--- src/rtl/cwu_pkg.sv ---
package cwu_pkg;
  typedef enum logic [1:0] {
    ST_WAIT  = 2'd0,
    ST_RUN   = 2'd1,
    ST_SLEEP = 2'd2
  } cwuState_e;

  // Strobes from control to datapath
  typedef struct packed {
    logic running;
    logic wakeReload;
  } cwuStrobe_t;

  localparam int unsigned MODE_W = 4;
  localparam int unsigned DIV_SEL_BIT = 3;
  localparam logic [MODE_W-1:0] MODE_DEFAULT = 4'b1000;
endpackage

--- src/rtl/cwu_ctrl.sv ---
module cwu_ctrl
  import cwu_pkg::*;
#(
  parameter int unsigned STAB_CYCLES = 256,
  parameter int unsigned KEY_GROUPS  = 4,
  parameter int unsigned IRQ_PINS    = 2
) (
  input  logic                  clk,
  input  logic                  rstN,
  input  logic                  powerOff,
  input  logic [KEY_GROUPS-1:0] keyIn,
  input  logic [KEY_GROUPS-1:0] keyEn,
  input  logic [IRQ_PINS-1:0]   irqPin,
  input  logic [IRQ_PINS-1:0]   irqPolHigh,
  output cwuStrobe_t            strobe
);
  localparam int unsigned CNT_W = (STAB_CYCLES > 2) ? $clog2(STAB_CYCLES) : 1;
  localparam logic [CNT_W-1:0] CNT_LAST = CNT_W'(STAB_CYCLES - 1);

  cwuState_e             state;
  logic [CNT_W-1:0]      stabCnt;
  logic [KEY_GROUPS-1:0] keyPrev;
  logic [IRQ_PINS-1:0]   irqPrev;
  logic [KEY_GROUPS-1:0] keyFall;
  logic [IRQ_PINS-1:0]   irqHit;
  logic                  wakeEvent;

  assign keyFall = keyPrev & ~keyIn & keyEn;

  for (genvar i = 0; i < IRQ_PINS; i++) begin : g_irq
    assign irqHit[i] = irqPolHigh[i] ? (~irqPrev[i] & irqPin[i])
                                     : (irqPrev[i] & ~irqPin[i]);
  end

  assign wakeEvent = (|keyFall) | (|irqHit);

  always_ff @(posedge clk) begin
    if (!rstN) begin
      state   <= ST_WAIT;
      stabCnt <= '0;
      keyPrev <= keyIn;
      irqPrev <= irqPin;
    end else begin
      keyPrev <= keyIn;
      irqPrev <= irqPin;
      unique case (state)
        ST_WAIT: begin
          if (stabCnt == CNT_LAST) begin
            state   <= ST_RUN;
            stabCnt <= '0;
          end else begin
            stabCnt <= stabCnt + 1'b1;
          end
        end
        ST_RUN: begin
          if (powerOff) state <= ST_SLEEP;
        end
        ST_SLEEP: begin
          if (wakeEvent) begin
            state   <= ST_WAIT;
            stabCnt <= '0;
          end
        end
        default: state <= ST_WAIT;
      endcase
    end
  end

  assign strobe.running    = (state == ST_RUN);
  assign strobe.wakeReload = (state == ST_SLEEP) && wakeEvent;

  // power-off strobe while running puts the unit to sleep
  p_poweroff_sleeps_r6: assert property (@(posedge clk) disable iff (!rstN)
    (state == ST_RUN && powerOff) |=> (state == ST_SLEEP));

  // sleep is left only through a wake event
  p_sleep_holds_r6: assert property (@(posedge clk) disable iff (!rstN)
    (state == ST_SLEEP && !wakeEvent) |=> (state == ST_SLEEP));

  // a wake restarts the settling count from zero
  p_wake_restarts_count_r9: assert property (@(posedge clk) disable iff (!rstN)
    (state == ST_SLEEP && wakeEvent) |=> (state == ST_WAIT && stabCnt == '0));

  // the unit runs once the count is complete
  p_count_done_runs_r9: assert property (@(posedge clk) disable iff (!rstN)
    (state == ST_WAIT && stabCnt == CNT_LAST) |=> (state == ST_RUN));

  // wake edges while running do not disturb the running state
  p_run_ignores_wake_r10: assert property (@(posedge clk) disable iff (!rstN)
    (state == ST_RUN && !powerOff) |=> (state == ST_RUN));
endmodule

--- src/rtl/cwu_datapath.sv ---
module cwu_datapath
  import cwu_pkg::*;
#(
  parameter int unsigned INSTR_DIV = 3
) (
  input  logic              clk,
  input  logic              rstN,
  input  cwuStrobe_t        strobe,
  input  logic              regWe,
  input  logic [MODE_W-1:0] regWdata,
  output logic [MODE_W-1:0] regRdata,
  output logic              sysClkEn,
  output logic              instrClkEn
);
  localparam int unsigned DIV_W = (INSTR_DIV > 2) ? $clog2(INSTR_DIV) : 1;
  localparam logic [DIV_W-1:0] DIV_LAST = DIV_W'(INSTR_DIV - 1);

  logic [MODE_W-1:0] modeQ;
  logic              phaseQ;
  logic              div2Active;
  logic [DIV_W-1:0]  div3Cnt;

  assign sysClkEn   = strobe.running & (~div2Active | ~phaseQ);
  assign instrClkEn = sysClkEn & (div3Cnt == DIV_LAST);
  assign regRdata   = modeQ;

  always_ff @(posedge clk) begin
    if (!rstN) begin
      modeQ      <= MODE_DEFAULT;
      phaseQ     <= 1'b0;
      div2Active <= MODE_DEFAULT[DIV_SEL_BIT];
      div3Cnt    <= '0;
    end else begin
      if (strobe.wakeReload)  modeQ <= MODE_DEFAULT;
      else if (regWe)         modeQ <= regWdata;

      if (!strobe.running) begin
        phaseQ     <= 1'b0;
        div2Active <= modeQ[DIV_SEL_BIT];
        div3Cnt    <= '0;
      end else begin
        phaseQ <= ~phaseQ;
        // rate select is only taken at a half-rate boundary
        if (phaseQ) div2Active <= modeQ[DIV_SEL_BIT];
        if (sysClkEn) div3Cnt <= (div3Cnt == DIV_LAST) ? '0 : div3Cnt + 1'b1;
      end
    end
  end

  // a write lands in the register
  p_write_stores_r2: assert property (@(posedge clk) disable iff (!rstN)
    (regWe && !strobe.wakeReload) |=> (regRdata == $past(regWdata)));

  // at half rate no two pulses are adjacent, even across a switch
  p_no_short_pulse_r5: assert property (@(posedge clk) disable iff (!rstN)
    (sysClkEn && div2Active) |=> !sysClkEn);

  // instruction pulses are never adjacent
  p_instr_spacing_r4: assert property (@(posedge clk) disable iff (!rstN)
    instrClkEn |=> !instrClkEn);

  // a wake reloads the register default
  p_reload_default_r9: assert property (@(posedge clk) disable iff (!rstN)
    strobe.wakeReload |=> (regRdata == MODE_DEFAULT));
endmodule

--- src/rtl/clock_wake_unit.sv ---
module clock_wake_unit
  import cwu_pkg::*;
#(
  parameter int unsigned STAB_CYCLES = 256,
  parameter int unsigned KEY_GROUPS  = 4,
  parameter int unsigned IRQ_PINS    = 2,
  parameter int unsigned INSTR_DIV   = 3
) (
  input  logic                  oscClk,
  input  logic                  rstN,
  input  logic                  regWe,
  input  logic [3:0]            regWdata,
  output logic [3:0]            regRdata,
  input  logic                  powerOff,
  input  logic [KEY_GROUPS-1:0] keyIn,
  input  logic [KEY_GROUPS-1:0] keyEn,
  input  logic [IRQ_PINS-1:0]   irqPin,
  input  logic [IRQ_PINS-1:0]   irqPolHigh,
  output logic                  sysClkEn,
  output logic                  instrClkEn
);
  cwuStrobe_t strobe;

  cwu_ctrl #(
    .STAB_CYCLES(STAB_CYCLES),
    .KEY_GROUPS (KEY_GROUPS),
    .IRQ_PINS   (IRQ_PINS)
  ) u_ctrl (
    .clk       (oscClk),
    .rstN      (rstN),
    .powerOff  (powerOff),
    .keyIn     (keyIn),
    .keyEn     (keyEn),
    .irqPin    (irqPin),
    .irqPolHigh(irqPolHigh),
    .strobe    (strobe)
  );

  cwu_datapath #(
    .INSTR_DIV(INSTR_DIV)
  ) u_datapath (
    .clk       (oscClk),
    .rstN      (rstN),
    .strobe    (strobe),
    .regWe     (regWe),
    .regWdata  (regWdata),
    .regRdata  (regRdata),
    .sysClkEn  (sysClkEn),
    .instrClkEn(instrClkEn)
  );
endmodule

--- config.mk ---
export PLATFORM = sky130hd
export DESIGN_NAME = clock_wake_unit
export DESIGN_NICKNAME = d
export VERILOG_FILES = /design/src/rtl/cwu_pkg.sv /design/src/rtl/cwu_ctrl.sv /design/src/rtl/cwu_datapath.sv /design/src/rtl/clock_wake_unit.sv
export SDC_FILE = /design/constraint.sdc
export NUM_CORES = 1
export LEC_CHECK = 0
export ABC_AREA = 1
export BUFFER_PORTS_ARGS = -buffer_cell sky130_fd_sc_hd__buf_4
export CAP_MARGIN = 20
export CELL_PAD_IN_SITES_DETAIL_PLACEMENT = 1
export CELL_PAD_IN_SITES_GLOBAL_PLACEMENT = 1
export CORE_ASPECT_RATIO = 0.5
export CORE_UTILIZATION = 27
export CTS_CLUSTER_SIZE = 8
export DETAILED_ROUTE_END_ITERATION = 6
export PLACE_DENSITY = 0.71
export SYNTH_ARGS = -nofsm -noshare
export SYNTH_HDL_FRONTEND = slang
export SYNTH_SLANG_ARGS = --single-unit
--- constraint.sdc ---
create_clock -name oscClk -period 1.2 [get_ports oscClk]
set_input_delay 0.24 -clock oscClk [delete_from_list [all_inputs] [get_ports oscClk]]
set_output_delay 0.24 -clock oscClk [all_outputs]
set_load 0.02 [all_outputs]
==> metrics.txt <==
via count approximately 1000; Num CTS Buffers 3; Die H ~47 um; hold depth 1; RD Place Congestion 0.792; worst-margin pin slew approximately 0.23 ns; setup slack after layout -0.135 ns; final critical-path share of the clock period 111%; Post-Place Worst Slack -0.0357 ns; CP max FO 3; final setup vio count 8; nets@finish 205; Initial Util 29.8%; DRC violation total after the first TritonRoute iteration 12; Yosys warning count 0; worst skew pair latency 0.27 ns; register area between 400 and 500 sq um; vias per cell 4.47; P&R area growth vs syn 50.5%; initial antenna violation count 0; pwr dens 980 mW/mm^2; All-Layer GR Usage between 10% and 20%; Max Cap Viol 0; total die area about 0.0043 sq mm; fraction of post-synthesis cell area in the top cell type by area ~45%; Mapped Area ~0.0011 sq mm; Period minus WS final approximately 1.3 ns; status complete, but fails checks; Worst setup SP type flop; fmax around 0.75 GHz; Congestion Overflow GR 0; number of synthesized flops with an enable pin 0; post-DP HPWL between 1.5 and 2 mm; Clk pwr share 35.1%; sequential area share after synthesis between 40% and 50%; crit-path max cell delay 0.35 ns; die width 91.4 um; Clock Root Buffer clkbuf_8; Synth Instances around 140; switch share between 20% and 30%; TritonCTS Sinks 24; area of the multi-input gates 622 sq um; Synth area leader dfxtp_1; Comb power frac approximately an eighth; clock slew at reported path FFs approximately 0.09 ns; antenna-violating nets left 0; Final Slew Violations 0; Post-synth top flop dfxtp_1; Async S/R FF share, synth 0%; CTS tree yes; placed cell areas about 0.0014 sq mm; top cells by area, synth dfxtp_1 (45%), nand2_1 (11%), nand3_1 (6.5%), inv_1 (5.9%), a21oi_1 (4.2%); first-pass GRT wire length roughly 4.6 mm; most frequent cell after synthesis nand2_1; Core Rows 15; CP cell instances inv_2 > nor2_4 > nand2_4 > nor3_2 > buf_4; DR pass1 iterations 3; share of cells above drive strength 1 52.5%; Worst Path Arrival ~1.1 ns; FF-to-FF path depth 8; CP max-delay cell dfxtp_2; Netlist cell types 26; n_diodes 0; Pleak between 0.7 and 0.8 nW; DRC violation count after routing 0; Internal Power around 0.0012 W; depth of the CTS H-tree 1; CTS max path bufs 2; Hold Path Class in -> reg; # fillers between 400 and 500; Final Hold Viols 0; vias in the first global route 1014; NetSw around 0.00038 W; Commonest cells post-synth nand2_1 (32), dfxtp_1 (24), inv_1 (17); syn nets 160; Total Wirelength ~3.0 mm; crit end category output pin; unrepaired setup endpoints after global routing yes; Data required, critical path 0.96 ns; clk_skew between 0.002 and 0.0025 ns; VDD IR max about 0.00038 V; final instance area 0.00162 sq mm; largest net degree at the start of global routing 14; IO Count 26; core area 0.00362 sq mm; critical path class reg -> out; Mapped Avg Cell Area between 7 and 8 sq um; relative slew slack between 80% and 90%; IO Port Bufs 25; violated checks setup timing; part of the power in registers 53.2%; routed wire length per instance 12.6 um; synthesized flop and latch total 24
[cells by family (layout without fill, tap and decap cells)]
group                      Yosys count  in the layout  share of synthesized area [%]
buffers and inverters               22             65                           7.66
DFF                                 24             24                           44.5
adders and majority gates            1              1                           1.16
xor gates and xnor gates             3              3                           2.44
and+or+nand+nor                     71             72                           33.3
AOI/OAI and AO/OA                   18             18                           10.9
[layer usage]
metal | track usage (%) | share of wire (%)
met1 | 17.1 | 46
met2 | 26.5 | 51
met3 | 3.47 | 3.0
met4 | 4.76 | 0.64
met5 | 0 | 0
[power groups by stage]
stage	Sequential [W]	Combinational [W]	Clock, W
2_1_floorplan	0.000868	0.0000644	0
3_3_place_gp	0.000858	0.000163	0
3_5_place_dp	0.000860	0.000167	0
4_1_cts	0.000845	0.000175	0.000576
5_1_grt	0.000851	0.000207	0.000609
6_report	0.000847	0.000186	0.000558
[layout make-up]
| class | instances | share of cell area, % |
|---|---|---|
| clock buffer | 4 | 3.39 |
| inverter | 22 | 5.17 |
| multi-input combinational | 94 | 38.3 |
| sequential | 24 | 30.5 |
| tap | 51 | 3.93 |
| timing repair buffer | 39 | 18.7 |
[path summary, 6_finish.rpt]
path,from,end,slack [ns]
worst min register to register,u_datapath.regRdata[2],u_datapath.regRdata[2],0.47
worst max-delay path,u_ctrl.state[0],instrClkEn,-0.13
worst max register to register,u_ctrl.stabCnt[0],u_ctrl.stabCnt[3],-0.03
worst min-delay path,keyIn[0],u_ctrl.keyPrev[0],0.08
[placed cells by master (no fill, tap or decap), drive strengths merged, types with 2 or more instances in the layout]
| cell type | n |
|---|---|
| inv | 21 |
| nand2 | 37 |
| clkbuf | 4 |
| a21oi | 13 |
| xor2 | 3 |
| or2 | 2 |
| nand3 | 15 |
| dfxtp | 24 |
| o21ai | 3 |
| nor2 | 14 |
| buf | 39 |
[worst max-delay path: cells and delay by family, from the launching register on]
family                 cells  cell delay (ns)
buffers and inverters      2             0.21
DFF                        1             0.35
and+or+nand+nor            3             0.27
[sequential cells by signal, summed over array words and instances (netlist names)]
name and flops:
u_datapath.div2Active 1, u_datapath.phaseQ 1, u_ctrl.state 2, u_datapath.div3Cnt 2, u_ctrl.irqPrev 2, u_ctrl.keyPrev 4, u_ctrl.stabCnt 8, u_datapath.regRdata 4
[through the flow]
stage / utilization (%) / total power [W] / std cells / TNS [ns] / hold WS [ns]
finish: 44.8 / 0.00159 / 234 / -0.266 / 0.0778
global placement: 38.2 / 0.00102 / 221 / 0 / 0.354
detailed placement: 38.2 / 0.00103 / 221 / -0.0974 / 0.357
CTS: 42.0 / 0.00160 / 229 / -0.277 / 0.0710
floorplan: - / 0.000933 / 139 / 0 / 0.268
global route: 44.8 / 0.00167 / 234 / -0.873 / 0.0653
[what timing repair did]
action                                  4_1_cts  5_1_grt
endpoints found under the hold margin         0        0
gates resized for setup                      15       22
hold buffers                                  0        0
setup buffers                                 4        4
cloned                                        0        1
endpoints found under the setup margin        7       13
pin swaps                                    14        8
Note: power is estimated with default switching activity, not from simulation.
